==> src/rtl/rxq_pkg.sv <==
package rxq_pkg;
   // Fill threshold selected by the two-bit code, scaled to the store depth.
   // For a 16-entry store this yields 1, 4, 8 and 14.
   function automatic int unsigned thr_of(input logic [1:0] code, input int unsigned depth);
      case (code)
         2'd0:    return 1;
         2'd1:    return depth / 4;
         2'd2:    return depth / 2;
         default: return depth - 2;
      endcase
   endfunction
endpackage

==> src/rtl/rxq_store.sv <==
module rxq_store #(
   parameter int unsigned DEPTH  = 16,
   parameter int unsigned DATA_W = 8,
   localparam int unsigned PW    = $clog2(DEPTH),
   localparam int unsigned CW    = $clog2(DEPTH + 1)
) (
   input  logic              clk,
   input  logic              rst_n,
   input  logic              push,
   input  logic              pop,
   input  logic              flush,
   input  logic [DATA_W-1:0] din,
   output logic [DATA_W-1:0] dout,
   output logic [CW-1:0]     count
);
   logic [PW-1:0]     wr_ptr, rd_ptr;
   logic [DATA_W-1:0] mem [DEPTH];

   // one register per entry; pointers wrap by natural overflow (DEPTH is 2**PW)
   for (genvar i = 0; i < DEPTH; i++) begin : g_entry
      always_ff @(posedge clk or negedge rst_n) begin
         if (!rst_n)
            mem[i] <= '0;
         else if (push && (wr_ptr == PW'(i)))
            mem[i] <= din;
      end
   end

   always_ff @(posedge clk or negedge rst_n) begin
      if (!rst_n) begin
         wr_ptr <= '0;
         rd_ptr <= '0;
         count  <= '0;
      end else if (flush) begin
         wr_ptr <= '0;
         rd_ptr <= '0;
         count  <= '0;
      end else begin
         if (push) wr_ptr <= wr_ptr + 1'b1;
         if (pop)  rd_ptr <= rd_ptr + 1'b1;
         case ({push, pop})
            2'b10:   count <= count + 1'b1;
            2'b01:   count <= count - 1'b1;
            default: count <= count;
         endcase
      end
   end

   assign dout = mem[rd_ptr];
endmodule

==> src/rtl/rxq_thresh.sv <==
module rxq_thresh #(
   parameter int unsigned DEPTH = 16,
   localparam int unsigned CW   = $clog2(DEPTH + 1)
) (
   input  logic          clk,
   input  logic          rst_n,
   input  logic          cfg_wr,
   input  logic [1:0]    cfg_code,
   input  logic          flush,
   input  logic          push,
   input  logic          pop,
   input  logic [CW-1:0] new_count,
   input  logic          irq_en,
   output logic          data_full,
   output logic          rx_irq
);
   import rxq_pkg::*;

   logic [1:0]    code_q;
   logic [CW-1:0] thr;
   logic          set_ev, clr_ev;

   assign thr    = CW'(thr_of(code_q, DEPTH));
   assign set_ev = push && (new_count >= thr);
   assign clr_ev = pop  && (new_count <  thr);

   always_ff @(posedge clk or negedge rst_n) begin
      if (!rst_n) begin
         code_q    <= 2'd0;
         data_full <= 1'b0;
         rx_irq    <= 1'b0;
      end else begin
         if (cfg_wr) code_q <= cfg_code;

         if (flush)       data_full <= 1'b0;
         else if (set_ev) data_full <= 1'b1;
         else if (clr_ev) data_full <= 1'b0;

         if (flush || !irq_en) rx_irq <= 1'b0;
         else if (set_ev)      rx_irq <= 1'b1;
         else if (clr_ev)      rx_irq <= 1'b0;
      end
   end
endmodule

==> src/rtl/rxq_trigger_fifo.sv <==
module rxq_trigger_fifo #(
   parameter int unsigned DEPTH  = 16,
   parameter int unsigned DATA_W = 8,
   localparam int unsigned CW    = $clog2(DEPTH + 1)
) (
   input  logic              clk,
   input  logic              rst_n,
   input  logic              rx_valid,
   input  logic [DATA_W-1:0] rx_byte,
   input  logic              rx_en,
   input  logic              irq_en,
   input  logic              cfg_wr,
   input  logic [7:0]        cfg_wdata,
   input  logic              pop_rd,
   output logic [DATA_W-1:0] rd_data,
   output logic [CW-1:0]     occ_count,
   output logic              data_full,
   output logic              rx_irq
);
   if (DEPTH < 8 || (DEPTH & (DEPTH - 1)) != 0) begin : g_bad_depth
      $error("rxq_trigger_fifo: DEPTH must be a power of two of at least 8");
   end
   if (DATA_W < 1) begin : g_bad_width
      $error("rxq_trigger_fifo: DATA_W must be positive");
   end

   logic              flush, push_ok, pop_ok;
   logic [DATA_W-1:0] head;
   logic [CW-1:0]     next_count;

   assign flush   = cfg_wr && cfg_wdata[1];
   assign push_ok = rx_valid && rx_en && !flush && (occ_count != CW'(DEPTH));
   assign pop_ok  = pop_rd && !flush && (occ_count != '0);

   always_comb begin
      next_count = occ_count;
      if (push_ok && !pop_ok) next_count = occ_count + 1'b1;
      if (pop_ok && !push_ok) next_count = occ_count - 1'b1;
   end

   rxq_store #(.DEPTH(DEPTH), .DATA_W(DATA_W)) store_i (
      .clk   (clk),
      .rst_n (rst_n),
      .push  (push_ok),
      .pop   (pop_ok),
      .flush (flush),
      .din   (rx_byte),
      .dout  (head),
      .count (occ_count)
   );

   rxq_thresh #(.DEPTH(DEPTH)) thresh_i (
      .clk       (clk),
      .rst_n     (rst_n),
      .cfg_wr    (cfg_wr),
      .cfg_code  (cfg_wdata[7:6]),
      .flush     (flush),
      .push      (push_ok),
      .pop       (pop_ok),
      .new_count (next_count),
      .irq_en    (irq_en),
      .data_full (data_full),
      .rx_irq    (rx_irq)
   );

   assign rd_data = (occ_count == '0) ? '1 : head;
endmodule

==> config.mk <==
export PLATFORM = sky130hd
export DESIGN_NAME = rxq_trigger_fifo
export DESIGN_NICKNAME = d
export VERILOG_FILES = /design/src/rtl/rxq_pkg.sv /design/src/rtl/rxq_store.sv /design/src/rtl/rxq_thresh.sv /design/src/rtl/rxq_trigger_fifo.sv
export SDC_FILE = /design/constraint.sdc
export NUM_CORES = 1
export LEC_CHECK = 0
export ABC_AREA = 1
export BUFFER_PORTS_ARGS = -buffer_cell sky130_fd_sc_hd__buf_2
export CAP_MARGIN = 15
export CORE_UTILIZATION = 55
export DETAILED_ROUTE_END_ITERATION = 16
export PLACE_DENSITY = 0.73
export SYNTH_ARGS = -nofsm -noshare
export SYNTH_HDL_FRONTEND = slang
export SYNTH_HIERARCHICAL = 1
export SYNTH_SLANG_ARGS = --single-unit
==> constraint.sdc <==
create_clock -name clk -period 3.05 [get_ports clk]
set_input_delay 0.61 -clock clk [delete_from_list [all_inputs] [get_ports clk]]
set_output_delay 0.61 -clock clk [all_outputs]
set_load 0.02 [all_outputs]
==> results of run 1 <==
[routing by layer]
layer / routed length, um / global-route usage / up-vias
li1: - / - / 3015
met3: 1080 / 0.0602 / 34
met4: 427 / 0.109 / 0
met5: 0 / 0 / -
met2: 8430 / 0.450 / 192
met1: 8070 / 0.396 / 2950
[logic make-up (layout without fill, tap and decap cells)]
kind of cell | Yosys count | count (layout) | share of synthesized area
flip-flops | 145 | 145 | 0.503
AND/OR/NAND/NOR | 372 | 372 | 0.216
adder cells (fa/ha/maj) | 13 | 13 | 0.0225
XOR/XNOR | 2 | 2 | 0.00243
AO/OA/AOI/OAI | 257 | 257 | 0.188
buffers and inverters | 116 | 147 | 0.0685
[per-stage QoR]
stage          cell area, um^2  instances  power (mW)  setup slack, ps  utilization
2_1_floorplan             7220        905        4.50              754            -
3_3_place_gp              7520       1074        5.22              382        0.591
3_5_place_dp              7520       1074        5.28              358        0.591
4_1_cts                   8140       1106        7.47             31.9        0.640
5_1_grt                   8160       1108        7.96             23.6        0.641
6_report                  8160       1108        7.46              187        0.641
[flip-flops by register name, summed over array words and instances (netlist names)]
signal / flops
store_i/wr_ptr: 4
store_i/count: 5
thresh_i/rx_irq: 1
thresh_i/code_q: 2
store_i/mem: 128
store_i/rd_ptr: 4
thresh_i/data_full: 1
[worst max-delay path: cells and delay by family (launching register included)]
| family | cells | cell delay (ps) |
|---|---|---|
| buf+inv | 3 | 490 |
| simple gates | 3 | 490 |
| flops | 1 | 420 |
| compound gates | 2 | 410 |
[worst max-delay path by stage]
stage                                              from                             end  cells after the start
after floorplan            store_i/count[0]$_DFFE_PN0P_  thresh_i/data_full$_DFFE_PN0P_                     17
after global routing      store_i/rd_ptr[0]$_DFFE_PN0P_                      rd_data[2]                      9
final                     store_i/rd_ptr[0]$_DFFE_PN0P_                      rd_data[6]                      8
after CTS                 store_i/rd_ptr[0]$_DFFE_PN0P_                      rd_data[6]                     10
after detailed placement                         cfg_wr    store_i/count[4]$_DFFE_PN0P_                     18
after global placement                           cfg_wr    store_i/count[4]$_DFFE_PN0P_                     18
[final cells by class]
type,instances,area share
flip-flops and latches,145,0.445
multi-input cells,644,0.380
clock buffers,23,0.0610
repair buffers,47,0.0403
inverters,68,0.0321
well taps,172,0.0264
clock inverters,9,0.0156
[where the power goes]
group / switching, mW / total (mW) / internal (mW) / leakage [nW]
Clock: 0.772 / 2.17 / 1.39 / 0.313
Sequential: 0.278 / 2.56 / 2.28 / 1.87
Combinational: 1.74 / 2.73 / 0.988 / 1.78
Total: 2.79 / 7.46 / 4.66 / 3.97
[cell usage in the layout, fill, tap and decap left out]
cell type,instances
a211oi_1,2
a21oi_1,40
buf_12,4
buf_2,31
buf_4,11
buf_6,1
bufinv_16,3
clkbuf_1,1
clkbuf_16,17
clkbuf_8,5
clkinv_1,2
clkinv_2,5
clkinv_4,2
dfrtp_1,143
dfrtp_2,2
ha_1,13
inv_1,61
inv_2,2
inv_4,2
nand2_1,197
nand2_4,5
nand3_1,41
nand3_2,2
nand4_1,3
nor2_1,104
nor2_2,6
nor2_4,1
nor3_1,4
nor3_2,1
o211ai_1,25
o21ai_0,185
o21ai_1,3
o21bai_1,1
o22ai_1,1
or2_2,8
xnor2_1,1
xor2_1,1
==> out/summary.txt, run 1 <==
Status = finished, final reports clean
EDFF count, synth = 0
Slew Limit Fails = 0
Footprint of the multi-input gates = 3100 um^2
Fillers = 1124
# setup viols final = 0
Min Tclk post-route = 2860 ps
Top cells by count, synth = nand2_1 (197), o21ai_0 (185), dfrtp_1 (145)
Post-synthesis cell area = 7220 um^2
Reg-to-Reg End = store_i/count[4]$_DFFE_PN0P_
Number of buffers created by CTS = 17
Worst hold slack = 106 ps
DP Wirelength = 11200 um
Vias = 6191
Crit start category = flip-flop
H-tree depth = 4
Yosys warns = 6
Drt via density = 5.59
First-pass GRT wire length = 29000 um
Register area = 3630 um^2
# clock sinks = 145
IO buf count = 32
Mapped Cells = 905
Critical path required time = 2440 ps
Hold buffers post-CTS = 0
Syn nets = 941
RSZ-0062 raised after global routing = false
CP max stage cell = dfrtp_2
Period utilization = 0.939
Yosys top cell by area = dfrtp_1
Synth area leaders = dfrtp_1 (50%), o21ai_0 (13%), nand2_1 (10%), nor2_1 (5.4%), inv_1 (3.2%)
Clock transition at path regs = 60 ps
Critical path class = flip-flop to output pin
FF-to-FF setup slack = 530 ps
Resized Gates After CTS = 0
Avg WL per Cell = 16.2 um
Yosys cell types = 32
Pleak = 3.97 nW
Starting Density = 0.567
Core Region = 12700 um^2
Vert. Die Dim = 117 um
Post-route DRC violation count = 0
RePlAce Congestion = 0.841
Sequential fraction of the synthesis area = 0.503
Worst Hold Class = input port to asynchronous set/reset pin
CTS tree = built
Setup TNS = 0 ps
Ys flop type = dfrtp_1
Clk Tree Root Cell = clkbuf_16
Crit path DAT = 2250 ps
Hold Fails Final Rpt = 0
Initial antenna violation count = 0
Total Nets Final = 959
IO Count = 38
RR Startpoint = store_i/count[0]$_DFFE_PN0P_
Least-Margin Pin Slew = 629 ps
First-pass DRT Iterations = 5
DRT antenna net count = 0
Core Rows = 41
Area Growth Syn to Fin = 13.0%
Clk buf depth = 2
Worst-Skew Late Latency = 410 ps
R2R cell count = 18
Final Skew = 7.40 ps
Max-cap violations = 0
Area share of the largest cell type after synthesis = 0.503
Die area = 13600 um^2
Most frequent cell after synthesis = nand2_1
Post-Syn Area per Cell = 7.98 um^2
Largest net degree at the start of global routing = 54
Vias in the first global route = 5685
Post-synth ARST share = 1.00
CP Capture Type = output pin
Register bit count reported by yosys = 145
Die Width = 117 um
Relative slew slack = 0.578
Critical-path cell list = buf_4, buf_12, o21ai_0, o211ai_1, nand3_1, nand2_1, or2_2, buf_2
FMAX = 349 MHz
Power per cell area = 914 nW/um^2
GRT overflow = 0
Max FO, Critical Path = 43
Layout cells sized above 1 = 0.115
Total Wirelength = 18000 um
Postcts setup bufs = 0
ANT cells = 0
Initial drt markers = 611
Tot GR Track Use = 0.288
Peak per-stage delay on the critical path = 420 ps
Max IR drop VDD = 0.555 mV
Note: power is estimated with default switching activity, not from simulation.
==> run 2: changes to the inputs <==
- ABC_AREA: 1 -> not set
==> run 2 against run 1 <==
The run now ends with setup timing left; register-to-register slack worse by 340 ps; cell count fell by 35%; sequential cell count stayed put; design area up 3.2%; sequential power is 4% lower; worst setup slack worse by 280 ps; power fell by 4.3%; synthesized area rose by 0.69%; global-route usage decreased by 3.4 points.
==> out/summary.txt, run 2 <==
XOR/XNOR Fraction of Synth Area = 0.0145 (was 0.00243)
H-tree depth = 4 (unchanged)
Max reg flops = 128 (unchanged)
CP Capture Type = output pin (unchanged)
Final Skew = 7.92 ps (was 7.40 ps)
EDFF count, synth = 0 (unchanged)
First-pass GRT wire length = 24600 um (was 29000 um)
DP Wirelength = 10000 um (was 11200 um)
Most frequent cell after synthesis = dfrtp_1 (was nand2_1)
Footprint of the multi-input gates = 3410 um^2 (was 3100 um^2)
Total Wirelength = 15900 um (was 18000 um)
Fin cells = 725 (was 1108)
Register bit count reported by yosys = 145 (unchanged)
Power per cell area = 848 nW/um^2 (was 914 nW/um^2)
Hold Fails Final Rpt = 0 (unchanged)
RePlAce Congestion = 0.758 (was 0.841)
Total Nets Final = 576 (was 959)
Largest family of logic cells by synthesized area = multiplexers (was simple AND/OR/NAND/NOR gates)
Hold buffers post-CTS = 0 (unchanged)
Post-Synth Adder-Cell Area = 0.0224 (was 0.0225)
Util after Layout = 0.659 (was 0.641)
Status = complete, but fails checks (was finished, final reports clean)
Vert. Die Dim = 117 um (about the same)
Avg WL per Cell = 22.0 um (was 16.2 um)
Yosys cell types = 51 (was 32)
Mapped Cells = 485 (was 905)
Worst setup margin = -94.7 ps (was 187 ps)
Min Tclk post-route = 3140 ps (was 2860 ps)
Commonest non-fill, non-tap cells in the layout = dfrtp_1 (144), mux2_2 (129), mux4_2 (34), buf_2 (23), buf_4 (22) (was nand2_1 (197), o21ai_0 (185), dfrtp_1 (143), nor2_1 (104), inv_1 (61))
Die Width = 117 um (about the same)
# setup viols final = 8 (was 0)
Cell count after placement = 687 (was 1074)
Largest net degree at the start of global routing = 64 (was 54)
CTS tree = built (unchanged)
Drt via density = 6.14 (was 5.59)
Crit path DAT = 2530 ps (was 2250 ps)
Starting Density = 0.569 (was 0.567)
Max FO, Critical Path = 7 (was 43)
Tot GR Track Use = 0.254 (was 0.288)
Max IR drop VDD = 0.498 mV (was 0.555 mV)
RSZ-0062 raised after global routing = true (was false)
Worst-Skew Late Latency = 420 ps (was 410 ps)
Initial antenna violation count = 0 (unchanged)
Max-cap violations = 0 (unchanged)
Critical path required time = 2440 ps (about the same)
Simple-gate share of the synthesized area = 0.0723 (was 0.216)
GRT overflow = 0 (unchanged)
Post-synth ARST share = 1.00 (unchanged)
Relative slew slack = 0.578 (about the same)
Area share of the largest cell type after synthesis = 0.499 (was 0.503)
Crit start category = flip-flop (unchanged)
Worst Hold Class = input port to asynchronous set/reset pin (unchanged)
Pleak = 4.01 nW (was 3.97 nW)
Post-Syn Area per Cell = 15.0 um^2 (was 7.98 um^2)
Largest regs = store_i/mem (128), store_i/count (5) (unchanged)
Yosys warns = 6 (unchanged)
Layout cells sized above 1 = 0.517 (was 0.115)
Vias in the first global route = 4476 (was 5685)
Fillers = 893 (was 1124)
Area Growth Syn to Fin = 15.8% (was 13.0%)
FMAX = 318 MHz (was 349 MHz)
Number of buffers created by CTS = 17 (unchanged)
Clk Tree Root Cell = clkbuf_16 (unchanged)
Synth area leaders = dfrtp_1 (50%), mux2_2 (20%), mux4_1 (11%), mux4_2 (3.1%), ha_1 (2.2%) (was dfrtp_1 (50%), o21ai_0 (13%), nand2_1 (10%), nor2_1 (5.4%), inv_1 (3.2%))
Synth Area in Compound Gates = 0.0236 (was 0.188)
Slew Limit Fails = 0 (unchanged)
Post-synthesis cell area = 7270 um^2 (was 7220 um^2)
Ys flop type = dfrtp_1 (unchanged)
ANT cells = 0 (unchanged)
Top cells by count, synth = dfrtp_1 (145), mux2_2 (129), mux4_1 (30) (was nand2_1 (197), o21ai_0 (185), dfrtp_1 (145))
Period utilization = 1.03 (was 0.939)
Critical path class = flip-flop to output pin (unchanged)
First-pass DRT Iterations = 4 (was 5)
Most flop-heavy register = store_i/mem (unchanged)
Register area = 3630 um^2 (about the same)
Core Region = 12800 um^2 (was 12700 um^2)
Least-Margin Pin Slew = 632 ps (was 629 ps)
Clk buf depth = 2 (unchanged)
Vias = 4454 (was 6191)
Syn nets = 521 (was 941)
# clock sinks = 145 (unchanged)
Die area = 13700 um^2 (was 13600 um^2)
Initial drt markers = 314 (was 611)
Sequential fraction of the synthesis area = 0.499 (was 0.503)
Commonest non-fill, non-tap cell in the layout = dfrtp_1 (was nand2_1)
IO buf count = 32 (unchanged)
Yosys top cell by area = dfrtp_1 (unchanged)
Post-synthesis mux area share = 0.345 (was 0)
Core Rows = 41 (unchanged)
Clock transition at path regs = 50 ps (was 60 ps)
DRT antenna net count = 0 (unchanged)
Failing checks = setup timing
Post-route DRC violation count = 0 (unchanged)
IO Count = 38 (unchanged)
==> run 2: changes by cell type after synthesis, sizes merged, moves of 6 or more <==
cell / change
nor2: -90
buf: -16
inv: -56
xnor2: +7
nor2b: +7
mux4: +40
o21ai: -183
nand2: -187
a21oi: -38
o211ai: -24
clkbuf: -6
mux2: +129
nand3: -36
==> run 2: what timing repair did <==
item | 4_1_cts | 5_1_grt
pin swaps | 6 | 4
gates resized for setup | 48 | 4
setup buffers | 4 | 0
setup endpoints to repair | 8 | 8
gates cloned | 3 | 0
endpoints found under the hold margin | 0 | 0
==> run 2: power by group <==
group | switching (mW) | total, mW | internal [mW]
combinational | 1.22 | 2.66 | 1.44
sequential | 0.236 | 2.45 | 2.22
clock | 0.767 | 2.03 | 1.26
==> run 2: worst paths after layout <==
path                                               startpoint                              to  slack, ps  cells after the start
worst max register to register   store_i/count[0]$_DFFE_PN0P_    store_i/count[4]$_DFFE_PN0P_        190                     11
worst max-delay path            store_i/rd_ptr[0]$_DFFE_PN0P_                      rd_data[4]        -90                      6
worst min register to register   store_i/mem[116]$_DFFE_PN0P_    store_i/mem[116]$_DFFE_PN0P_        500                      1
max in group asynchronous                               rst_n    store_i/mem[108]$_DFFE_PN0P_       2090                      2
worst min-delay path                                    rst_n  thresh_i/code_q[1]$_DFFE_PN0P_        130                      1
min in group clk                                 cfg_wdata[6]  thresh_i/code_q[0]$_DFFE_PN0P_        420                      3
==> run 2: area by class of cell <==
cell class	count	area share
multi-input combinational	305	0.405
clock inverter	10	0.0129
inverter	9	0.00401
clock buffer	22	0.0563
tap	172	0.0256
timing repair buffer	62	0.0651
sequential	145	0.431
==> run 2: layer usage <==
metal | vias up | wire [um] | GRT usage
li1 | 1918 | - | -
met3 | 25 | 742 | 0.0541
met1 | 2397 | 7170 | 0.352
met5 | - | 0 | 0
met4 | 0 | 343 | 0.0996
met2 | 114 | 7670 | 0.395
==> run 2: kinds of logic after synthesis <==
| kind of cell | Yosys count |
|---|---|
| multiplexers | 173 |
| flip-flops | 145 |
| AND/OR/NAND/NOR | 86 |
| buffers and inverters | 35 |
| AO/OA/AOI/OAI | 21 |
| adder cells (fa/ha/maj) | 13 |
| XOR/XNOR | 12 |
==> run 2: worst max-delay path, stage by stage (launching register included) <==
cell and delay (ps):
dfrtp_2 460, buf_12 160, buf_16 140, mux4_2 520
mux4_2 470, or2_4 240, buf_6 130
==> run 2: per-stage QoR <==
stage / instance area (um^2) / power (mW) / worst slack, ps / hold WS (ps) / TNS, ps
after floorplan: 7270 / 4.03 / 64.3 / 314 / 0
after global placement: 7740 / 4.58 / 159 / 479 / 0
after detailed placement: 7740 / 4.68 / 40.4 / 486 / 0
after CTS: 8460 / 7.21 / -124 / 153 / -845
after global routing: 8420 / 7.47 / -145 / 173 / -1000
final: 8420 / 7.14 / -94.7 / 133 / -583
